File: src/rtl/dmm_pkg.sv
package dmm_pkg;
  typedef enum logic [1:0] {
    ST_IDLE = 2'd0,
    ST_LOOP = 2'd1,
    ST_CONV = 2'd2
  } dmm_state_e;
endpackage

File: src/rtl/dmm_csa.sv
// One carry-save compressor row; carries can be gated off for GF(2) mode.
module dmm_csa #(
  parameter int W = 12
) (
  input  logic [W-1:0] x,
  input  logic [W-1:0] y,
  input  logic [W-1:0] z,
  input  logic         cin,
  input  logic         carry_en,
  output logic [W-1:0] sum,
  output logic [W-1:0] cy
);
  logic [W-2:0] maj;

  always_comb begin
    sum = x ^ y ^ z;
    maj = (x[W-2:0] & y[W-2:0]) | (x[W-2:0] & z[W-2:0]) | (y[W-2:0] & z[W-2:0]);
    cy  = carry_en ? {maj, cin} : '0;
  end
endmodule

File: src/rtl/dmm_qsel.sv
// Radix-4 quotient digit selection for both fields.
module dmm_qsel (
  input  logic       bin_mode,
  input  logic [1:0] s_lo,
  input  logic [1:0] c_lo,
  input  logic       cin,
  input  logic [1:0] digit,
  input  logic [1:0] a_lo,
  input  logic [1:0] p_lo,
  output logic [1:0] q
);
  logic [1:0] da;
  logic [1:0] t_int;
  logic [1:0] tp;
  logic [1:0] t_bin;

  always_comb begin
    // integer view: low two bits of state plus digit*a
    da    = (digit[0] ? a_lo : 2'b00) + (digit[1] ? {a_lo[0], 1'b0} : 2'b00);
    t_int = s_lo + c_lo + {1'b0, cin} + da;
    // odd p is its own inverse mod 4, so q = -t*p mod 4
    tp    = t_int * p_lo;
    // polynomial view: carries absent, p0 = 1
    t_bin = s_lo ^ (digit[0] ? a_lo : 2'b00) ^ (digit[1] ? {a_lo[0], 1'b0} : 2'b00);
    if (bin_mode) q = {t_bin[1] ^ (t_bin[0] & p_lo[1]), t_bin[0]};
    else          q = 2'b00 - tp;
  end
endmodule

File: src/rtl/dmm_tree.sv
// Four-row compressor: state (s, c, cin) plus two multiples of a and two of p.
module dmm_tree #(
  parameter int W = 12
) (
  input  logic         carry_en,
  input  logic [W-1:0] s_in,
  input  logic [W-1:0] c_in,
  input  logic         cin,
  input  logic [W-1:0] a1,
  input  logic [W-1:0] a2,
  input  logic [W-1:0] p1,
  input  logic [W-1:0] p2,
  output logic [W-1:0] s_out,
  output logic [W-1:0] c_out
);
  localparam int ROWS = 4;

  logic [W-1:0] rx [ROWS];
  logic [W-1:0] ry [ROWS];
  logic [W-1:0] rz [ROWS];
  logic [W-1:0] rs [ROWS];
  logic [W-1:0] rc [ROWS];

  always_comb begin
    rx[0] = s_in;  ry[0] = c_in;  rz[0] = a1;
    rx[1] = a2;    ry[1] = p1;    rz[1] = p2;
    rx[2] = rs[0]; ry[2] = rc[0]; rz[2] = rs[1];
    rx[3] = rs[2]; ry[3] = rc[2]; rz[3] = rc[1];
  end

  for (genvar g = 0; g < ROWS; g++) begin : g_row
    dmm_csa #(.W(W)) u_csa (
      .x        (rx[g]),
      .y        (ry[g]),
      .z        (rz[g]),
      .cin      ((g == 0) ? cin : 1'b0),
      .carry_en (carry_en),
      .sum      (rs[g]),
      .cy       (rc[g])
    );
  end

  assign s_out = rs[ROWS-1];
  assign c_out = rc[ROWS-1];
endmodule

File: src/rtl/dual_mont_mul.sv
module dual_mont_mul
  import dmm_pkg::*;
#(
  parameter int N = 8
) (
  input  logic         clk,
  input  logic         rst_n,
  input  logic         start,
  input  logic         bin_mode,
  input  logic [N:0]   op_a,
  input  logic [N:0]   op_b,
  input  logic [N-1:0] modulus,
  output logic         done,
  output logic [N:0]   result
);
  localparam int AW = N + 1;
  localparam int W  = N + 4;
  localparam int K  = (N + 2) / 2;
  localparam int BW = 2 * K;
  localparam int CW = $clog2(K + 1);

  // reset: asynchronous assert, synchronous release
  logic rst_meta_q, rst_sync_q;
  always_ff @(posedge clk or negedge rst_n) begin
    if (!rst_n) begin
      rst_meta_q <= 1'b0;
      rst_sync_q <= 1'b0;
    end else begin
      rst_meta_q <= 1'b1;
      rst_sync_q <= rst_meta_q;
    end
  end

  dmm_state_e     st_q, st_n;
  logic [W-1:0]   s_q, s_n, c_q, c_n;
  logic           cin_q, cin_n;
  logic [AW-1:0]  a_q;
  logic [N-1:0]   p_q;
  logic [BW-1:0]  b_q, b_n;
  logic [CW-1:0]  cnt_q, cnt_n;
  logic           bin_q;
  logic [AW-1:0]  res_q, res_n;
  logic           done_q, done_n;
  logic           op_ld, acc_en, res_en;

  logic [1:0]     q_dig;
  logic [W-1:0]   t_a1, t_a2, t_p1, t_p2, ts, tc;
  logic           in_loop;

  assign in_loop = (st_q == ST_LOOP);

  dmm_qsel u_qsel (
    .bin_mode (bin_q),
    .s_lo     (s_q[1:0]),
    .c_lo     (c_q[1:0]),
    .cin      (cin_q),
    .digit    (b_q[1:0]),
    .a_lo     (a_q[1:0]),
    .p_lo     (p_q[1:0]),
    .q        (q_dig)
  );

  always_comb begin
    t_a1 = (in_loop && b_q[0])  ? W'(a_q)         : '0;
    t_a2 = (in_loop && b_q[1])  ? (W'(a_q) << 1)  : '0;
    t_p1 = (in_loop && q_dig[0]) ? W'(p_q)        : '0;
    t_p2 = (in_loop && q_dig[1]) ? (W'(p_q) << 1) : '0;
  end

  dmm_tree #(.W(W)) u_tree (
    .carry_en (!bin_q),
    .s_in     (s_q),
    .c_in     (c_q),
    .cin      (cin_q),
    .a1       (t_a1),
    .a2       (t_a2),
    .p1       (t_p1),
    .p2       (t_p2),
    .s_out    (ts),
    .c_out    (tc)
  );

  // next-state logic
  always_comb begin
    st_n   = st_q;
    s_n    = s_q;
    c_n    = c_q;
    cin_n  = cin_q;
    b_n    = b_q;
    cnt_n  = cnt_q;
    res_n  = res_q;
    done_n = 1'b0;
    op_ld  = 1'b0;
    acc_en = 1'b0;
    res_en = 1'b0;
    unique case (st_q)
      ST_IDLE: begin
        if (start) begin
          op_ld  = 1'b1;
          acc_en = 1'b1;
          s_n    = '0;
          c_n    = '0;
          cin_n  = 1'b0;
          b_n    = BW'(op_b);
          cnt_n  = '0;
          st_n   = ST_LOOP;
        end
      end
      ST_LOOP: begin
        acc_en = 1'b1;
        s_n    = ts >> 2;
        c_n    = tc >> 2;
        cin_n  = ts[1] & tc[1];   // carry out of the two discarded bits
        b_n    = b_q >> 2;
        cnt_n  = cnt_q + 1'b1;
        if (cnt_q == CW'(K - 1)) st_n = ST_CONV;
      end
      ST_CONV: begin
        if (c_q == '0 && !cin_q) begin
          res_en = 1'b1;
          res_n  = s_q[AW-1:0];
          done_n = 1'b1;
          st_n   = ST_IDLE;
        end else begin
          acc_en = 1'b1;
          s_n    = ts;
          c_n    = tc;
          cin_n  = 1'b0;
        end
      end
      default: st_n = ST_IDLE;
    endcase
  end

  // registers
  always_ff @(posedge clk or negedge rst_sync_q) begin
    if (!rst_sync_q) begin
      st_q   <= ST_IDLE;
      s_q    <= '0;
      c_q    <= '0;
      cin_q  <= 1'b0;
      a_q    <= '0;
      p_q    <= '0;
      b_q    <= '0;
      cnt_q  <= '0;
      bin_q  <= 1'b0;
      res_q  <= '0;
      done_q <= 1'b0;
    end else begin
      st_q   <= st_n;
      done_q <= done_n;
      if (op_ld) begin
        a_q   <= op_a;
        p_q   <= modulus;
        bin_q <= bin_mode;
      end
      if (acc_en) begin
        s_q   <= s_n;
        c_q   <= c_n;
        cin_q <= cin_n;
        b_q   <= b_n;
        cnt_q <= cnt_n;
      end
      if (res_en) res_q <= res_n;
    end
  end

  assign done   = done_q;
  assign result = res_q;
endmodule

File: config.mk
export PLATFORM = sky130hd
export DESIGN_NAME = dual_mont_mul
export DESIGN_NICKNAME = d
export VERILOG_FILES = /design/src/rtl/dmm_pkg.sv /design/src/rtl/dmm_csa.sv /design/src/rtl/dmm_qsel.sv /design/src/rtl/dmm_tree.sv /design/src/rtl/dual_mont_mul.sv
export SDC_FILE = /design/constraint.sdc
export NUM_CORES = 1
export LEC_CHECK = 0
export ABC_AREA = 1
export BUFFER_PORTS_ARGS = -buffer_cell sky130_fd_sc_hd__buf_2
export CORE_MARGIN = 3
export CORE_UTILIZATION = 63
export CTS_BUF_LIST = sky130_fd_sc_hd__clkbuf_8
export CTS_CLUSTER_DIAMETER = 30
export CTS_CLUSTER_SIZE = 16
export DETAILED_ROUTE_END_ITERATION = 8
export PLACE_DENSITY = 0.85
export SLEW_MARGIN = 30
export SYNTH_ARGS = -nofsm -noshare
export SYNTH_HDL_FRONTEND = slang
export SYNTH_HIERARCHICAL = 1
export SYNTH_SLANG_ARGS = --single-unit
export TNS_END_PERCENT = 30
File: constraint.sdc
create_clock -name clk -period 2.85 [get_ports clk]
set_input_delay 0.57 -clock clk [delete_from_list [all_inputs] [get_ports clk]]
set_output_delay 0.57 -clock clk [all_outputs]
set_load 0.005 [all_outputs]
# --- Word-level counts from Yosys, hierarchy flattened ---
# Cells that the tools add are included.
totals:
  ff_bits: 70
  wordCells: 107
  out_inout_bits: 10
  input_bits: 30
op_classes:
  eq_ne: 7
  n_reduce_logical: 14
  mul: 1
  mux: 33
  bitwise_logic: 33
  n_addsub: 6
ops:
  columns: ["cell", "count"]
  rows:
  - ["$and A11 B11 Y11", 7]
  - ["$mux W12", 6]
  - ["$pmux W12 S3", 2]
  - ["$or A11 B11 Y11", 6]
  - ["$xor A12 B12 Y12", 5]
  - ["$xor A12 B9 Y12", 2]
  - ["$and A11 B9 Y11", 2]
  - ["$mux W10", 2]
  - ["$pmux W10 S2", 1]
  - ["$mux W9", 2]
  - ["$logic_not A12 Y1", 1]
  - ["$mux W2", 6]
  - ["$mux W11", 1]
  - ["$and A10 B8 Y10", 1]
  - ["$and A10 B9 Y10", 1]
  - ["$or A10 B10 Y10", 1]
  - ["$or A10 B9 Y10", 1]
  - ["$xor A10 B8 Y10", 1]
  - ["$and A8 B9 Y9", 1]
  - ["$reduce_and A3 Y1", 3]
  - ["$mux W8", 1]
  - ["$mux W1", 7]
  - ["$add A2 B2 Y2", 3]
  - ["$ne A2 B2 Y1 const B", 3]
  - ["21 further kinds", 28]

# --- Longest topological paths before layout ---
logic_depth:
  ltp_word: 20
  depth_mapped: 29
  depth_no_buf: 29

# --- By module ---
# The synthesis kept the hierarchy.
modules_own_cells:
  columns: ["mod", "area_per_inst_um2", "cells_per_inst", "instances", "seq_area_each_um2"]
  rows:
  - ["dual_mont_mul", 3334.4, 419, 1, 1726.7]
  - ["dmm_csa", 484.2, 79, 4, 0.0]
  - ["dmm_qsel", 242.7, 48, 1, 0.0]
  - ["dmm_tree", 3.8, 1, 1, 0.0]

# --- Worst setup path before layout ---
# Ideal clock, no wire load.
synth_timing:
  kind: "reg-to-reg"
  start: "reg s_q[0]"
  end: "reg s_q[1]"
  required_time_ps: 2733
  setup_ps: 117
  setup_slack_ps: -1145
  path_buffers: 0
  path_stages_with_launch: 28
  period_less_slack_ps: 3995
  arrival_time_ps: 3879
  cell_sequence: "dfrtp_1 > inv_1 > fa_1 > inv_1 > ha_1 > nand3b_1 > nand2_1 > nand2_1 > nand2_1 > nand2_1 > nand2_1 > nand3_1 > nand2_1 > nand2_1 > nor2_1 > inv_1 > fa_1 > inv_1 > inv_1 > fa_1 > nor2_1 > inv_1 > fa_1 > inv_1 > inv_1 > o22ai_1 > nand3_1 > nand2_1"
synth_lines:
  columns: ["element", "line_no", "source"]
  rows:
  - ["start, declared", "dual_mont_mul.sv:35", "logic [W-1:0] s_q, s_n, c_q, c_n;"]
  - ["start signal, assigned", "dual_mont_mul.sv:158", "s_q <= s_n;"]

==> summary.txt <==
Status: complete, but fails checks
Failing checks: negative setup slack
Remaining antenna violation count after routing: 0
# setup viols final: 23
Number of antenna violations at the first check in global routing: 0
Clk root buf: clkbuf_8
Maximum VDD drop: 0.000752 V
CP Max Fanout: 8
Worst Path Arrival: 4.47 ns
Die ar.: 9920 sq um
Final Hold Viols: 0
Kind of critical path: flop to flop
Num ports: 40
Fin util: 75.4%
H-Tree Depth: 3
Starting Density: 66.2%
Worst Reg-to-Reg Cells: 25
DRT Wirelength: 12.8 mm
Leak: 3.25 nW
Endpoint type of the worst setup path: flop
Die height: 99.6 microns
Fin crit share: 148%
Grt total ovfl: 0
First-pass GRT wire length: 21.7 mm
Average wire per standard cell: 13.3 microns
MaxCap Viol Count: 0
Layout cell share with drive strength beyond 1: 16.4%
Max Clock Skew: 0.0128 ns
DR vias: 4866
Vias in the first global route: 4998
Core Region: 8340 sq um
CTS tree: yes
Final Hold Slack: 0.359 ns
Syn_area_per_cell: 7.04 sq um
Setup WS pre-CTS: -1.32 ns
GP Congestion: 0.956
Startpoint Class: flop
Actual slew at the worst max-slew pin: 0.924 ns
Required @ worst endpoint: 3.10 ns
CTS Sinks: 69
Achievable clock frequency: 237 MHz
Skew-Pair Late Insertion Delay: 0.35 ns
Rel. slew slack: 38.2%
Slew Viols, Final: 0
Pwr Density: 1150 nW/um^2
Distinct cell type count after synthesis: 33
Rows: 33
Nets: 939
Drt initial violations: 320
Via density: 5.03
Maximum buffer depth of the clock tree: 2
Synth Instances: 784
Tmin final: 4.22 ns
Largest net degree at the start of global routing: 38
Worst-path clk slew: 0.09 ns
Pre-antenna DRT Iters: 7
Area Overhead vs Synth: 13.9%
Warnings, synthesis: 6
Ant. Diodes: 0
Die W: 99.6 microns
Post-route DRC: 0
Sequential-to-total area share from yosys stat: 31.3%
I/O Buffers: 39
CTS Buf Count: 9
Final WS setup: -1.37 ns
HP Class: flop to async pin
Unrepaired setup endpoints after global routing: yes
Detailed placement HPWL: 9.16 mm
Synth Register Bits: 69
GRT Total Usage: 27.4%
Netlist Area Pre-Place: 5520 sq um
==> synth_stat cells (all sizes together) <==
| master | number | area [sq um] |
|---|---|---|
| and3 | 1 | 6.26 |
| buf | 17 | 135 |
| nor2 | 117 | 444 |
| o21ai | 7 | 38.8 |
| inv | 260 | 976 |
| nand2 | 154 | 596 |
| a31oi | 7 | 43.8 |
| a22o | 2 | 17.5 |
| clkinv | 1 | 3.75 |
| conb | 3 | 11.3 |
| nor3 | 4 | 36.3 |
| clkbuf | 5 | 18.8 |
| ha | 7 | 87.6 |
| or2 | 1 | 6.26 |
| fa | 45 | 901 |
| dfrtp | 69 | 1730 |
| o22ai | 18 | 113 |
| nand3 | 42 | 223 |
| xor2 | 3 | 26.3 |
| nand3b | 1 | 7.51 |
| a21oi | 20 | 100 |
==> final cells by class <==
type / count / area, sq um
inverter: 261 / 980
fill: 642 / 2050
sequential: 69 / 1730
clock buffer: 9 / 124
timing repair buffer: 65 / 413
clock inverter: 7 / 75.1
multi-input combinational: 451 / 2840
tap: 105 / 131
==> flip-flops by register name (all words and copies together), names as in the netlist <==
name	flops
c_q	12
s_q	12
a_q	9
b_q	9
result	9
p_q	8
cnt_q	3
st_q	2
bin_q	1
cin_q	1
done	1
rst_meta_q	1
rst_sync_q	1
==> per-stage QoR <==
step                      total power [mW]  setup TNS [ns]  std cells  cell area, sq um
final                                 7.23          -27.83        967              6290
after global routing                  7.95          -33.40        967              6290
after CTS                             7.07          -25.93        966              6250
after detailed placement              5.93          -27.38        948              5970
after global placement                5.73          -24.69        948              5970
after floorplan                       4.86          -21.34        803              5610
==> worst max-delay path, cell delays in order (launching register included) <==
cell     delay [ns]
dfrtp_1        0.37
inv_2          0.05
fa_1           0.54
inv_2          0.05
ha_4           0.26
o21ai_1        0.07
a21oi_1        0.21
inv_1          0.06
nand2_1        0.07
nand3_1        0.07
nand2_2        0.09
nand2_4        0.09
nor2_1         0.11
inv_1          0.06
fa_1           0.50
inv_1          0.05
inv_2          0.05
fa_2           0.42
inv_1          0.07
inv_1          0.05
fa_2           0.52
inv_2          0.03
inv_2          0.06
o22ai_2        0.08
nand3_1        0.11
nand2_1        0.06
==> layer usage <==
layer	vias up	track usage [%]	routed length, microns
met2	176	48.0	6580
met3	46	4.98	684
li1	2334	-	-
met5	-	0	0
met4	0	12.8	504
met1	2310	32.5	5080
==> power breakdown <==
group | internal [mW] | total [mW] | leakage (nW) | switching, mW
Clock | 0.409 | 0.831 | 0.104 | 0.422
Combinational | 1.67 | 4.87 | 2.28 | 3.21
Sequential | 1.33 | 1.53 | 0.869 | 0.200
==> repair_timing <==
action,in CTS,in global routing
setup buffers,1,1
gates resized for setup,37,7
hold buffers,1,0
endpoints found under the setup margin,23,23
pin swaps,53,17
hold endpoints to repair,2,0
==> placed cells by master, fill, tap and decap left out, types with 9 or more instances in the layout <==
cell      instances
inv_1           235
nand2_1         146
nor2_1          109
dfrtp_1          68
nand3_1          41
buf_2            39
fa_1             38
inv_2            25
buf_4            22
conb_1           22
a21oi_1          20
o22ai_1          12
clkbuf_8          9
==> worst paths after layout <==
kind                            slack (ns)          to        from
worst max-delay path                 -1.37      s_q[8]      c_q[0]
worst min-delay path                  0.36    cnt_q[1]  rst_sync_q
worst max register to register       -1.37      s_q[8]      c_q[0]
worst min register to register        0.36    cnt_q[1]  rst_sync_q
max in group asynchronous             1.86     s_q[10]  rst_sync_q
min in group clk                      0.37  rst_sync_q  rst_meta_q
==> cell families (layout without fill, tap and decap cells) <==
group	after synthesis	after routing	synth area share (%)
AO/OA/AOI/OAI	54	54	5.67
XOR/XNOR	3	3	0.476
adder cells (fa/ha/maj)	52	52	17.9
buffers and inverters	283	342	20.5
flip-flops	69	69	31.3
other	3	22	0.204
AND/OR/NAND/NOR	320	320	23.9
(Power assumes the default switching activity.)
